==> config.mk <==
export PLATFORM = sky130hd
export DESIGN_NAME = mdio_master
export DESIGN_NICKNAME = d
export VERILOG_FILES = /design/src/rtl/mdio_pkg.sv /design/src/rtl/mdio_clkgen.sv /design/src/rtl/mdio_framer.sv /design/src/rtl/mdio_shifter.sv /design/src/rtl/mdio_master.sv
export SDC_FILE = /design/constraint.sdc
export NUM_CORES = 1
export LEC_CHECK = 0
export CAP_MARGIN = 10
export CORE_ASPECT_RATIO = 2
export CORE_MARGIN = 2
export CORE_UTILIZATION = 51
export CTS_CLUSTER_DIAMETER = 50
export DETAILED_ROUTE_END_ITERATION = 10
export GPL_TIMING_DRIVEN = 0
export PLACE_DENSITY = 0.73
export SLEW_MARGIN = 20
export SYNTH_ARGS = -nofsm -noshare
export SYNTH_HDL_FRONTEND = slang
export SYNTH_SLANG_ARGS = --single-unit
==> constraint.sdc <==
create_clock -name clk -period 3.6 [get_ports clk]
set_clock_uncertainty 0.1 [all_clocks]
set_input_delay 0.54 -clock clk [delete_from_list [all_inputs] [get_ports clk]]
set_output_delay 0.54 -clock clk [all_outputs]
set_load 0.05 [all_outputs]
==> src/rtl/mdio_pkg.sv <==
// mdio_pkg: shared frame geometry and field codes for the management master.
// Assumes fixed 5-bit address fields and 16-bit data, as the frame format sets.
package mdio_pkg;
    localparam int PHY_W     = 5;
    localparam int REG_W     = 5;
    localparam int DATA_W    = 16;
    localparam int PRE_LEN   = 32;
    localparam int FRAME_LEN = 2 + 2 + PHY_W + REG_W + 2 + DATA_W;
    localparam int MAX_LEN   = PRE_LEN + FRAME_LEN;
    localparam int CNT_W     = $clog2(MAX_LEN + 1);

    localparam logic [1:0] START_C22 = 2'b01;
    localparam logic [1:0] START_C45 = 2'b00;
    localparam logic [1:0] TA_WRITE  = 2'b10;

    // Frame description handed from the framer to the shifter
    typedef struct packed {
        logic [MAX_LEN-1:0] bits;
        logic [CNT_W-1:0]   len;
        logic               is_read;
    } frame_t;
endpackage

==> src/rtl/mdio_clkgen.sv <==
// mdio_clkgen: divides the system clock into MDC while enabled.
// Emits one-cycle rise/fall event flags aligned with the MDC toggle.
// Assumes en is held for the whole frame; MDC returns low when en drops.
module mdio_clkgen #(
    parameter int DIV_W = 8
) (
    input  logic             clk,
    input  logic             rst_n,
    input  logic             en,
    input  logic [DIV_W-1:0] div,
    output logic             mdc,
    output logic             rise_evt,
    output logic             fall_evt
);
    logic [DIV_W-1:0] cnt;
    logic             wrap;

    assign wrap     = en && (cnt == div);
    assign rise_evt = wrap && !mdc;
    assign fall_evt = wrap && mdc;

    // Half-period counter and MDC toggle
    always_ff @(posedge clk) begin
        if (!rst_n || !en) begin
            cnt <= '0;
            mdc <= 1'b0;
        end else if (wrap) begin
            cnt <= '0;
            mdc <= !mdc;
        end else begin
            cnt <= cnt + 1'b1;
        end
    end
endmodule

==> src/rtl/mdio_framer.sv <==
// mdio_framer: combinational assembly of the bit stream for one command.
// Assumes the caller only uses its output in the cycle a command is accepted.
module mdio_framer
    import mdio_pkg::*;
(
    input  logic              ext_mode,
    input  logic              pre_en,
    input  logic [1:0]        op,
    input  logic [PHY_W-1:0]  phy,
    input  logic [REG_W-1:0]  regad,
    input  logic [DATA_W-1:0] wdata,
    output frame_t            frame
);
    logic [1:0]           start_bits;
    logic [1:0]           wire_op;
    logic                 rd;
    logic [FRAME_LEN-1:0] body;

    // Decode start bits, wire opcode and direction from the mode
    always_comb begin
        if (ext_mode) begin
            start_bits = START_C45;
            wire_op    = op;
            rd         = op[1];
        end else begin
            start_bits = START_C22;
            wire_op    = op[0] ? 2'b10 : 2'b01;
            rd         = op[0];
        end
    end

    assign body = {start_bits, wire_op, phy, regad, TA_WRITE,
                   rd ? {DATA_W{1'b1}} : wdata};

    // Place the body behind the optional preamble, MSB-aligned
    always_comb begin
        frame.is_read = rd;
        if (pre_en) begin
            frame.bits = {{PRE_LEN{1'b1}}, body};
            frame.len  = CNT_W'(MAX_LEN);
        end else begin
            frame.bits = {body, {PRE_LEN{1'b0}}};
            frame.len  = CNT_W'(FRAME_LEN);
        end
    end
endmodule

==> src/rtl/mdio_shifter.sv <==
// mdio_shifter: shifts a frame out on MDC falling events, samples read
// turnaround and data on rising events, and flags completion.
// Assumes rise_evt/fall_evt come from a divider enabled by busy.
module mdio_shifter
    import mdio_pkg::*;
(
    input  logic              clk,
    input  logic              rst_n,
    input  logic              start,
    input  frame_t            frame,
    input  logic              rise_evt,
    input  logic              fall_evt,
    input  logic              mdio_i,
    output logic              busy,
    output logic              mdio_o,
    output logic              mdio_oe,
    output logic              done,
    output logic              rd_ok,
    output logic [DATA_W-1:0] rd_word
);
    localparam logic [CNT_W-1:0] TA2_LEFT  = CNT_W'(DATA_W + 1);
    localparam logic [CNT_W-1:0] REL_LEFT  = CNT_W'(DATA_W + 2);
    localparam logic [CNT_W-1:0] DATA_LEFT = CNT_W'(DATA_W);

    logic [MAX_LEN-1:0] shreg;
    logic [CNT_W-1:0]   left;
    logic               rd;
    logic               ta_bad;

    assign mdio_o  = shreg[MAX_LEN-1];
    assign mdio_oe = busy && !(rd && left <= REL_LEFT);
    assign done    = busy && fall_evt && left == CNT_W'(1);
    assign rd_ok   = !ta_bad;

    // Frame sequencing: load, shift on fall, capture on rise
    always_ff @(posedge clk) begin
        if (!rst_n) begin
            busy    <= 1'b0;
            shreg   <= '0;
            left    <= '0;
            rd      <= 1'b0;
            ta_bad  <= 1'b0;
            rd_word <= '0;
        end else if (start && !busy) begin
            busy   <= 1'b1;
            shreg  <= frame.bits;
            left   <= frame.len;
            rd     <= frame.is_read;
            ta_bad <= 1'b0;
        end else if (busy) begin
            if (rise_evt && rd) begin
                if (left == TA2_LEFT && mdio_i)
                    ta_bad <= 1'b1;
                if (left <= DATA_LEFT)
                    rd_word <= {rd_word[DATA_W-2:0], mdio_i};
            end
            if (fall_evt) begin
                if (left == CNT_W'(1)) begin
                    busy <= 1'b0;
                end else begin
                    shreg <= shreg << 1;
                    left  <= left - 1'b1;
                end
            end
        end
    end
endmodule

==> src/rtl/mdio_master.sv <==
// mdio_master: management master top. Holds configuration, write data and
// status flags, accepts commands when idle and runs one frame per command.
// Assumes write data is loaded at least one cycle before its command.
module mdio_master
    import mdio_pkg::*;
#(
    parameter int              DIV_W   = 8,
    parameter logic [DIV_W-1:0] DIV_RST = DIV_W'(4)
) (
    input  logic              clk,
    input  logic              rst_n,
    input  logic              cfg_we,
    input  logic              cfg_ext_mode,
    input  logic              cfg_pre_en,
    input  logic [DIV_W-1:0]  cfg_div,
    input  logic              wdat_we,
    input  logic [DATA_W-1:0] wdat_data,
    input  logic              cmd_we,
    input  logic [1:0]        cmd_op,
    input  logic [PHY_W-1:0]  cmd_phy,
    input  logic [REG_W-1:0]  cmd_regad,
    output logic              wr_pending,
    output logic              rd_pending,
    output logic              rd_valid,
    output logic [DATA_W-1:0] rd_data,
    output logic              mdc,
    output logic              mdio_o,
    output logic              mdio_oe,
    input  logic              mdio_i
);
    logic              ext_q, pre_q;
    logic [DIV_W-1:0]  div_q;
    logic [DATA_W-1:0] wdata_q;
    frame_t            frame;
    logic              accept, busy, rise_evt, fall_evt, done, rd_ok;
    logic [DATA_W-1:0] rd_word;

    assign accept = cmd_we && !wr_pending && !rd_pending;

    // Configuration and write-data registers
    always_ff @(posedge clk) begin
        if (!rst_n) begin
            ext_q   <= 1'b0;
            pre_q   <= 1'b1;
            div_q   <= DIV_RST;
            wdata_q <= '0;
        end else begin
            if (cfg_we) begin
                ext_q <= cfg_ext_mode;
                pre_q <= cfg_pre_en;
                div_q <= cfg_div;
            end
            if (wdat_we)
                wdata_q <= wdat_data;
        end
    end

    // Pending, valid and read-data status
    always_ff @(posedge clk) begin
        if (!rst_n) begin
            wr_pending <= 1'b0;
            rd_pending <= 1'b0;
            rd_valid   <= 1'b0;
            rd_data    <= '0;
        end else if (accept) begin
            if (frame.is_read) begin
                rd_pending <= 1'b1;
                rd_valid   <= 1'b0;
            end else begin
                wr_pending <= 1'b1;
            end
        end else if (done) begin
            wr_pending <= 1'b0;
            rd_pending <= 1'b0;
            if (rd_pending) begin
                rd_valid <= rd_ok;
                rd_data  <= rd_word;
            end
        end
    end

    mdio_framer u_framer (
        .ext_mode (ext_q),
        .pre_en   (pre_q),
        .op       (cmd_op),
        .phy      (cmd_phy),
        .regad    (cmd_regad),
        .wdata    (wdata_q),
        .frame    (frame)
    );

    mdio_clkgen #(.DIV_W(DIV_W)) u_clkgen (
        .clk      (clk),
        .rst_n    (rst_n),
        .en       (busy),
        .div      (div_q),
        .mdc      (mdc),
        .rise_evt (rise_evt),
        .fall_evt (fall_evt)
    );

    mdio_shifter u_shifter (
        .clk      (clk),
        .rst_n    (rst_n),
        .start    (accept),
        .frame    (frame),
        .rise_evt (rise_evt),
        .fall_evt (fall_evt),
        .mdio_i   (mdio_i),
        .busy     (busy),
        .mdio_o   (mdio_o),
        .mdio_oe  (mdio_oe),
        .done     (done),
        .rd_ok    (rd_ok),
        .rd_word  (rd_word)
    );
endmodule

==> impl_metrics.env <==
export IMPL_critPathSlowestCell="clkdlybuf4s50_1"
export IMPL_hpwl_um=12300
export IMPL_track_usage=0.277
export IMPL_synth_distinct_cells=45
export IMPL_seq_area_frac_synth=0.475
export IMPL_hold_class="register to register"
export IMPL_coreArea_um2=11700
export IMPL_design_die_area_um2=12800
export IMPL_synth_ff_type="dfxtp_1"
export IMPL_p_leak_nw=2.96
export IMPL_drive_gt1_frac=0.0521
export IMPL_grt_max_degree=17
export IMPL_tns_ns=0
export IMPL_ioPinCount=66
export IMPL_status="finished, final reports clean"
export IMPL_maxCapViolCount=0
export IMPL_cp_arrival_ns=2.34
export IMPL_crit_fanout=7
export IMPL_fmax_mhz=335
export IMPL_yosys_area_top_type_share=0.475
export IMPL_wl_um=16900
export IMPL_synth_area_leader_cell="dfxtp_1"
export IMPL_critical_path_class="register to primary output"
export IMPL_fin_crit_sh=0.828
export IMPL_synth_seq_cells=144
export IMPL_critPathLaunchType="register"
export IMPL_finish_net_count=861
export IMPL_min_period_ns=2.98
export IMPL_cts_inserted_buffers=17
export IMPL_crit_chain="or2_2 -> o21a_1 -> o31a_1 -> clkdlybuf4s50_1"
export IMPL_power_w=0.00402
export IMPL_routedWlPerCell_um=17.4
export IMPL_cts_root_buffer="clkbuf_16"
export IMPL_synth_edf_count=0
export IMPL_critical_path_required_ns=2.96
export IMPL_vdd_drop_max_uv=389
export IMPL_synth_area_mux_share=0.0728
export IMPL_die_x_um=81.1
export IMPL_cts_tree="done"
export IMPL_synth_nets=779
export IMPL_synth_xor_area_frac=0.0245
export IMPL_grt_overflow=0
export IMPL_syn_area_per_cell_um2=8.30
export IMPL_grt_pass1_vias=5655
export IMPL_synthArstFlopShare=0
export IMPL_clkLatencyLatePin_ns=0.42
export IMPL_ctsResizeCount=0
export IMPL_relSlewSlack=0.521
export IMPL_synthCells=731
export IMPL_synth_top_family_by_area="simple AND/OR/NAND/NOR gates"
export IMPL_worst_slew_pin_slew_ns=0.719
export IMPL_postCtsHoldBufs=0
export IMPL_chipHeight_um=158
export IMPL_drv_slew=0
export IMPL_first_iter_violations=340
export IMPL_yosysMostFrequentCell="dfxtp_1"
export IMPL_postRouteAntennaNets=0
export IMPL_clock_sinks=144
export IMPL_n_antenna_cell=0
export IMPL_dr_total_vias=5710
export IMPL_rsz0062_at_grt="no"
export IMPL_powerDensity_nw_per_um2=539
export IMPL_yosys_area_share_simple=0.256
export IMPL_viasPerCell=5.88
export IMPL_port_buffers=63
export IMPL_cp_slowest_stage_delay_ns=0.71
export IMPL_crit_buf_inv=1
export IMPL_ys_warnings_count=0
export IMPL_initial_core_util=0.519
export IMPL_syn_to_final_growth_pct=23.0
export IMPL_place_congestion=0.906
export IMPL_synth_area_top_cells="dfxtp_1, mux2i_1, nor2_1"
export IMPL_htree_num_levels=4
export IMPL_synth_compound_area_frac=0.118
export IMPL_path_delay_family="buffers and inverters"
export IMPL_nFillCells=1017
export IMPL_synth_area_um2=6070
export IMPL_synthAdderAreaFrac=0.00824
export IMPL_hold_viol=0
export IMPL_finalSetupViolCount=0
export IMPL_cp_end_kind="primary output"
export IMPL_cts_setup_buffers=0
export IMPL_cts_path_max_buffers=2
export IMPL_antenna_found_initial=0
export IMPL_drt_pass1_iterations=7
export IMPL_drc=0
export IMPL_netlist_top_cells_count="dfxtp_1, nor2_1, nor3_1"
export IMPL_grt_first_pass_wirelength_um=27200
export IMPL_rows=56
export IMPL_clk_pin_slew_worst_paths_ns=0.06
[stage by stage]
stage	cell area (um^2)	instances	util	worst slack (ns)	hold slack [ns]
after CTS	7470	971	0.638	0.613	0.368
after floorplan	6070	731	-	1.00	0.330
after global routing	7470	971	0.638	0.518	0.381
final	7470	971	0.638	0.619	0.366
after detailed placement	6890	939	0.589	0.486	0.353
after global placement	6880	939	0.588	0.0442	0.343
[layout make-up]
class                           count  area [um^2]  share of cell area
Buffer                             62          248              0.0332
Clock buffer                       19          443              0.0593
Clock inverter                     13          138              0.0184
Inverter                            7         26.3             0.00352
Multi-Input combinational cell    518         2920               0.391
Sequential cell                   144         2880               0.386
Tap cell                          145          181              0.0243
Timing Repair Buffer               63          631              0.0844
[placed cells by master (no fill, tap or decap), types with 3 or more instances in the layout]
cell type	instances
a211oi_1	3
a21oi_1	29
a311oi_1	3
a31oi_1	4
and3_1	5
buf_1	6
clkbuf_1	55
clkbuf_16	17
clkdlybuf4s50_1	63
clkinv_2	3
clkinvlp_4	6
dfxtp_1	144
ha_1	4
inv_1	6
mux2i_1	43
nand2_1	71
nand3_1	33
nand4_1	5
nand4b_1	6
nor2_1	102
nor3_1	74
nor4_1	16
o21ai_0	49
o221ai_1	6
o22ai_1	9
o31ai_1	9
or2_2	4
or4_1	4
xnor2_1	10
xor2_1	7
[cell families (layout without fill, tap and decap cells)]
logic type | after synthesis | count (layout)
AND/OR/NAND/NOR | 332 | 332
flip-flops | 144 | 144
AO/OA/AOI/OAI | 121 | 121
buffers and inverters | 69 | 164
multiplexers | 44 | 44
XOR/XNOR | 17 | 17
adder cells (fa/ha/maj) | 4 | 4
[state kept, by name, summed over array words and instances, names as in the netlist]
register / cells
rd_data: 16
ext_q: 1
wdata_q: 16
u_clkgen.mdc: 1
u_shifter.ta_bad: 1
u_shifter.rd: 1
u_shifter.left: 7
div_q: 8
u_shifter.busy: 1
u_clkgen.cnt: 8
u_shifter.rd_word: 16
wr_pending: 1
rd_pending: 1
pre_q: 1
u_shifter.shreg: 64
rd_valid: 1
[report_power, final]
part / switching [W] / total [W] / internal (W)
logic: 0.000292 / 0.000501 / 0.000208
clock network: 0.000687 / 0.00172 / 0.00104
registers: 0.0000839 / 0.00180 / 0.00172
total: 0.00106 / 0.00402 / 0.00296
[tightest hold or removal path: cells and delay by family (launching register included)]
family,cells,cell delay [ns]
and+or+nand+nor,1,0.05
AOI/OAI and AO/OA,1,0.06
DFF,1,0.31
[layer usage]
| layer | GRT usage | part of all wire |
|---|---|---|
| met1 | 0.293 | 0.39 |
| met2 | 0.507 | 0.53 |
| met3 | 0.0493 | 0.040 |
| met4 | 0.144 | 0.040 |
| met5 | 0 | 0 |
[worst paths after layout]
| kind | startpoint | endpoint | slack (ns) | cells after the start |
|---|---|---|---|---|
| hold / removal | u_shifter.shreg[15] | u_shifter.shreg[16] | 0.37 | 2 |
| setup reg to reg | u_shifter.left[1] | u_shifter.shreg[30] | 0.70 | 8 |
| hold reg to reg | u_shifter.shreg[15] | u_shifter.shreg[16] | 0.37 | 2 |
| setup / recovery | u_shifter.left[2] | mdio_oe | 0.62 | 4 |
Power figures use the tool's default switching activity.
